[config.mk]
export PLATFORM = sky130hd
export DESIGN_NAME = chain_adc_port
export DESIGN_NICKNAME = d
export VERILOG_FILES = /design/src/rtl/chain_adc_port.sv
export SDC_FILE = /design/constraint.sdc
export NUM_CORES = 1
export LEC_CHECK = 0
export BUFFER_PORTS_ARGS = -buffer_cell sky130_fd_sc_hd__buf_2
export CAP_MARGIN = 20
export CORE_UTILIZATION = 61
export DETAILED_ROUTE_END_ITERATION = 16
export PLACE_DENSITY = 0.84
export SLEW_MARGIN = 20
export SYNTH_ARGS = -nofsm -noshare
export SYNTH_HDL_FRONTEND = slang
export SYNTH_SLANG_ARGS = --single-unit
[constraint.sdc]
create_clock -name clk -period 3.1 [get_ports clk]
set_clock_uncertainty 0.1 [all_clocks]
set_input_delay 0.155 -clock clk [delete_from_list [all_inputs] [get_ports clk]]
set_output_delay 0.155 -clock clk [all_outputs]
set_load 0.05 [all_outputs]
[src/rtl/chain_adc_port.sv]
module chain_adc_port #(
  parameter int DATA_W      = 14,
  parameter int CONV_CYCLES = 40
) (
  input  logic              clk,
  input  logic              rst_n,
  input  logic              cnv,
  input  logic              sck,
  input  logic              sdi,
  input  logic [DATA_W-1:0] result,
  output logic              sdo
);
  localparam int SR_W = DATA_W + 1;
  localparam int TW   = $clog2(CONV_CYCLES + 1);

  typedef enum logic [1:0] {S_IDLE, S_CONV, S_READ} st_t;

  logic [1:0]      cnv_m, sck_m, sdi_m;
  logic            cnv_d, sck_d;
  st_t             state;
  logic [TW-1:0]   timer;
  logic [SR_W-1:0] shreg;

  wire cnv_s     = cnv_m[1];
  wire sck_s     = sck_m[1];
  wire sdi_s     = sdi_m[1];
  wire cnv_rise  = cnv_s & ~cnv_d;
  wire sck_fall  = sck_d & ~sck_s;
  wire ready_bit = shreg[SR_W-1];

  always_ff @(posedge clk or negedge rst_n) begin
    if (!rst_n) begin
      cnv_m <= '0;
      sck_m <= '0;
      sdi_m <= '0;
      cnv_d <= 1'b0;
      sck_d <= 1'b0;
    end else begin
      cnv_m <= {cnv_m[0], cnv};
      sck_m <= {sck_m[0], sck};
      sdi_m <= {sdi_m[0], sdi};
      cnv_d <= cnv_s;
      sck_d <= sck_s;
    end
  end

  always_ff @(posedge clk or negedge rst_n) begin
    if (!rst_n) begin
      state <= S_IDLE;
      timer <= '0;
      shreg <= '0;
    end else begin
      case (state)
        S_IDLE: begin
          shreg <= '0;
          if (cnv_rise && sck_s) begin
            state <= S_CONV;
            timer <= TW'(CONV_CYCLES - 1);
          end
        end
        S_CONV: begin
          if (!cnv_s) state <= S_IDLE;
          else if (timer == '0) begin
            state <= S_READ;
            shreg <= {1'b1, result};
          end else timer <= timer - 1'b1;
        end
        S_READ: begin
          if (!cnv_s) begin
            state <= S_IDLE;
            shreg <= '0;
          end else if (sck_fall) begin
            if (ready_bit) shreg[SR_W-1] <= 1'b0;
            else shreg[DATA_W-1:0] <= {shreg[DATA_W-2:0], sdi_s};
          end
        end
        default: state <= S_IDLE;
      endcase
    end
  end

  assign sdo = cnv_s && (state == S_READ) && (ready_bit ? sdi_s : shreg[DATA_W-1]);

  logic [TW:0] conv_len;
  always_ff @(posedge clk or negedge rst_n) begin
    if (!rst_n) conv_len <= '0;
    else if (state == S_CONV) conv_len <= conv_len + 1'b1;
    else if (state == S_IDLE) conv_len <= '0;
  end

  p_idle_low_r1: assert property (@(posedge clk) disable iff (!rst_n)
    (!cnv_s && !sdi_s) |-> !sdo);

  p_start_qual_r2: assert property (@(posedge clk) disable iff (!rst_n)
    (state == S_IDLE && cnv_rise && !sck_s) |=> state == S_IDLE);

  p_start_go_r2: assert property (@(posedge clk) disable iff (!rst_n)
    (state == S_IDLE && cnv_rise && sck_s) |=> state == S_CONV);

  p_conv_low_r3: assert property (@(posedge clk) disable iff (!rst_n)
    (state == S_CONV) |-> !sdo);

  p_conv_len_r3: assert property (@(posedge clk) disable iff (!rst_n)
    (state == S_READ && $past(state) == S_CONV) |-> conv_len == (TW+1)'(CONV_CYCLES));

  p_ready_follow_r4: assert property (@(posedge clk) disable iff (!rst_n)
    (state == S_READ && ready_bit && cnv_s) |-> sdo == sdi_s);

  p_first_bit_r5: assert property (@(posedge clk) disable iff (!rst_n)
    (state == S_READ && ready_bit && sck_fall && cnv_s) |=> (!cnv_s || sdo == $past(shreg[DATA_W-1])));

  p_shift_r6: assert property (@(posedge clk) disable iff (!rst_n)
    (state == S_READ && !ready_bit && sck_fall && cnv_s) |=> (!cnv_s || sdo == $past(shreg[DATA_W-2])));

  p_abort_r7: assert property (@(posedge clk) disable iff (!rst_n)
    (!cnv_s && state != S_IDLE) |=> state == S_IDLE);
endmodule

## Word-level counts from Yosys, hierarchy flattened

Cells that the tools add are included.

| operators by class | value |
|---|---|
| multiply operators | 0 |
| equal/unequal tests | 10 |
| muxes and demuxes | 16 |
| bitwise operators | 4 |
| div/mod/pow operators | 0 |
| add/subtract/negate cells | 1 |
| shift operators | 0 |
| magnitude comparators | 0 |
| reductions and logical operators | 11 |

Operators by type and width:

| cell | number |
|---|---|
| 15-bit 2-to-1 mux | 4 |
| 15-bit one-hot mux with 3 select lines | 1 |
| 6-bit 2-to-1 mux | 3 |
| 14-bit 2-to-1 mux | 1 |
| 6-bit one-hot mux with 2 select lines | 1 |
| 2-bit != test (second input constant) | 5 |
| 3-bit != test (second input constant) | 3 |
| 2-bit 2-to-1 mux | 4 |
| 4-bit AND reduction | 2 |
| 6-bit logical NOT | 1 |
| 2-bit one-hot mux with 3 select lines | 1 |
| 6-bit by 1-bit subtractor with 6-bit output (second input constant) | 1 |
| 5-bit AND reduction | 1 |
| 1-bit logical AND | 3 |
| 3-bit AND reduction | 1 |
| 3-bit nonzero test | 1 |
| 1-bit AND | 2 |
| 2-bit by 1-bit == test with 1-bit output (second input constant) | 1 |
| 2-bit == test (second input constant) | 1 |
| 2-bit logical NOT | 1 |
| 1-bit NOT | 2 |
| 2-bit nonzero test | 1 |
| 1-bit 2-to-1 mux | 1 |

| word-level totals | value |
|---|---|
| memories kept | 0 |
| memory bits (read-only) | 0 |
| register bits | 31 |
| bits in latches | 0 |
| bits in writable memories | 0 |
| input port bits | 19 |
| word-level logic and storage cells | 51 |
| output and inout bits | 1 |

## Depth between registers and ports, before layout

| depth | value |
|---|---|
| word-level depth | 5 |
| mapped depth | 8 |
| mapped depth without buffers | 6 |

## Worst setup path before layout

No wires, ideal clock.

| timing path | value |
|---|---|
| path kind | flip-flop to output port |
| start | register state[0] |
| end | output sdo |
| setup slack | 1053 ps |
| path buffers | 2 |
| cell stages (with the launch flop) | 7 |
| arrival time | 1792 ps |
| cell sequence | dfrtp_1 inv_1 ha_1 and2_1 buf_2 buf_2 nor2b_1 |

| between the ends | value |
|---|---|
| word-level cells in the longest chain between the ends | 3 |

RTL lines:

| item | line | source |
|---|---|---|
| start, declared | 20 | `st_t state;` |
| start signal, assigned | 49 | `state <= S_IDLE;` |
| start signal, assigned | 57 | `state <= S_CONV;` |
| start signal, assigned | 62 | `if (!cnv_s) state <= S_IDLE;` |
| 2-bit == test | 82 | `assign sdo = cnv_s && (state == S_READ) && (ready_bit ? sdi_s : shreg[DATA_W-1]);` |
| 1-bit logical AND (2 in a row) | 82 |  |
| end, declared | 11 | `output logic sdo` |

No other way between the ends.

## Final worst setup path

| timing path | value |
|---|---|
| start | register state[1] |
| end | register shreg[2] |

| between the ends | value |
|---|---|
| word-level cells in the longest chain between the ends | 3 |
| elaborated cells on any way between the ends | 10 |
| those cells by class | eq/ne: 6; mux: 1; reduce/logical: 3 |

RTL lines:

| item | line | source |
|---|---|---|
| 2-bit == test, or another cell as far along | 53 | `case (state)` |
| 3-bit != test (no line), or another cell as far along | -- |  |
| 5-bit AND reduction (no line) | -- |  |
| end signal, assigned | 65 | `shreg <= {1'b1, result};` |
| end signal, assigned by index | 74 | `else shreg[DATA_W-1:0] <= {shreg[DATA_W-2:0], sdi_s};` |
| end, declared | 22 | `logic [SR_W-1:0] shreg;` |

Several ways; a longest one is shown, not always the timed one.
A chain may end at the register's enable or synchronous reset.

==> results.yml <==
sta:
  fmax_mhz: 409
  period_needed_ns: 2.44
  slew_violations: 0
  slew_headroom_pct: 54.8
  setup_viol: 0
  rsz0062_at_grt: "false"
  worst_slew_pin_slew_ns: 0.678
  timing.final.crit_share_pct: 78.8
  fin_tns_setup_ns: 0
  hold_viol_final: 0
layout:
  insertedDiodeCount: 0
  post-route-util_pct: 73.6
  fin_nets: 191
  drive_above_1_share_pct: 27.5
  design_area_sq_um: 1840
  area_growth_syn_to_layout_pct: 12.8
  fin_cells: 197
synth:
  synth_seq_area_share_pct: 47.5
  yosysMostFrequentCell: "dfrtp_1"
  synth_fp_nets: 167
  synth_area_leaders: "dfrtp_1 (48%), mux2_4 (9.2%), a22oi_1 (6.4%), nor2b_1 (6.1%), ha_1 (4.6%)"
  synthFlopType: "dfrtp_1"
  yosys.area.top_type: "dfrtp_1"
  yosys.cell_types.count: 38
  ys_ff_latch: 31
  synth_commonest_cells: "dfrtp_1 (31), nor2b_1 (16), a22oi_1 (14)"
  synth-edff-count: 0
  ys_warn_count: 0
  yosys.area.top_type_share_pct: 47.5
  async_flop_share_pct: 100
  avgSynthCellArea_sq_um: 11.5
  synth_cells: 142
  synth_area_sq_um: 1630
worst_setup_path:
  cp-start-kind: "flip-flop"
  path_buf_inv: 2
  crit_type: "reg -> reg"
  cp-end-kind: "flip-flop"
  critical-path-max-stage-delay_ns: 0.62
  crit_required_ns: 3.22
  arrival_ns: 2.56
  critical-path-top-delay-family: "compound AO/OA/AOI/OAI gates"
  path_max_fanout: 14
  crit_top_cell: "inv_1"
  slowest_stage: "o211ai_4"
  crit_chain: "inv_1, ha_1, inv_1, o211ai_4, mux2_2"
clock_tree:
  post_cts_buffers: 0
  cts_tree: "done"
  clk_pin_slew_ns: 0.10
  cts_buffers: 5
  clk_latency_ns: 0.33
  ctsHtreeMaxLevel: 2
  clkSinkCount: 31
  cts_root_buf: "clkbuf_4"
  cts_buffer_depth: 2
grt:
  grt_pass1_vias: 1139
  grt_max_degree: 32
  antenna_found_initial: 0
  grt_usage_pct: 24.7
  grt_overflow_total: 0
  grt_pass1_wl_microns: 5000
floorplanning:
  die_w_microns: 53.7
  die-area_sq_um: 2890
  rows: 18
  die_h_microns: 53.7
  start_util_pct: 65.3
  pin_count: 20
  core_sq_um: 2500
drt:
  viasPerCell: 5.90
  wirelength_microns: 3130
  wl_per_cell_microns: 15.9
  dr.pass1.iters: 4
  drt_iter0_drc: 13
  final_antenna_net_count: 0
  vias: 1162
  drc: 0
outcome:
  status: "finished clean"
placement:
  gp_congestion: 0.841
  post_dp_cell_area_sq_um: 1730
  place_inst: 185
  io_buffers: 19
  place_hpwl_microns: 2130
pwr:
  power.density_nw_per_um2: 808
  max-vdd-ir-drop_v: 0.000589
  power.leakage_nw: 0.861
  p_total_mw: 1.49
job:
  drv_cap: 0
min_path:
  min_path_type: "in -> reg"
-- final cells by class --
class | count | area (sq um)
sequential | 31 | 776
timing repair buffer | 24 | 143
inverter | 6 | 22.5
multi-input combinational | 98 | 793
clock buffer | 8 | 68.8
fill | 153 | 659
tap | 30 | 37.5
-- worst register-to-register path: stages (launching register included) --
cell      delay, ns
dfrtp_1        0.43
inv_1          0.09
ha_1           0.44
inv_1          0.26
o211ai_4       0.62
mux2_2         0.42
-- registers in the layout, summed over array words and instances (netlist names) --
register,cells
sdi_m,2
sck_d,1
sck_m,2
shreg,15
timer,6
state,2
cnv_m,2
cnv_d,1
-- what timing repair did --
action | 4_1_cts | 5_1_grt
hold endpoints to repair | 34 | 0
hold buffers | 4 | 0
gates resized for setup | 0 | 0
-- metal layers --
metal | share of wire, % | track usage, % | vias to the layer above | routed length, microns
li1 | - | - | 559 | -
met1 | 45 | 31.1 | 574 | 1420
met2 | 50 | 40.1 | 25 | 1550
met3 | 4.2 | 8.47 | 4 | 132
met4 | 0.86 | 6.58 | 0 | 27
met5 | 0 | 0 | - | 0
-- logic make-up (layout without fill, tap and decap cells) --
| kind of cell | after synthesis | in the layout | synth area share, % |
|---|---|---|---|
| AO/OA/AOI/OAI | 38 | 38 | 17.3 |
| AND/OR/NAND/NOR | 38 | 38 | 13.4 |
| flip-flops | 31 | 31 | 47.5 |
| multiplexers | 16 | 16 | 13.3 |
| buffers and inverters | 13 | 38 | 3.83 |
| adder cells (fa/ha/maj) | 6 | 6 | 4.60 |
-- through the flow --
step,hold slack (ns),worst slack (ns)
after global routing,0.141,0.547
after global placement,0.125,0.769
after CTS,0.144,0.657
after detailed placement,0.125,0.661
after floorplan,-0.241,1.05
final,0.148,0.656
-- final timing paths --
path                                       from                    to  slack [ns]  cells past startpoint
max                        state[1]$_DFFE_PN0P_  shreg[2]$_DFFE_PN0P_        0.66                      5
min                                   result[9]  shreg[9]$_DFFE_PN0P_        0.15                      4
max reg2reg                state[1]$_DFFE_PN0P_  shreg[2]$_DFFE_PN0P_        0.66                      5
min reg2reg                  sck_m[0]$_DFF_PN0_    sck_m[1]$_DFF_PN0_        0.26                      0
max in group asynchronous                 rst_n    cnv_m[1]$_DFF_PN0_        2.16                      2
min in group asynchronous                 rst_n  timer[5]$_DFFE_PN0P_        0.29                      2
-- where the power goes --
part / total (mW) / internal, mW / switching [mW]
sequential: 0.582 / 0.508 / 0.0736
combinational: 0.636 / 0.324 / 0.312
clock: 0.269 / 0.133 / 0.136
-- cells in the final DEF (no fill, tap or decap), drive strengths merged, types with 2 or more instances in the layout --
master,count
buf,20
a22oi,14
a32oi,2
clkbuf,8
o211ai,2
a21oi,7
dlygate4sd3,4
nor2b,16
a22o,2
nand2b,3
inv,6
ha,6
o21ai,4
nor2,5
nand2,5
nor3,2
dfrtp,31
mux2,15
Note: power is estimated with default switching activity, not from simulation.
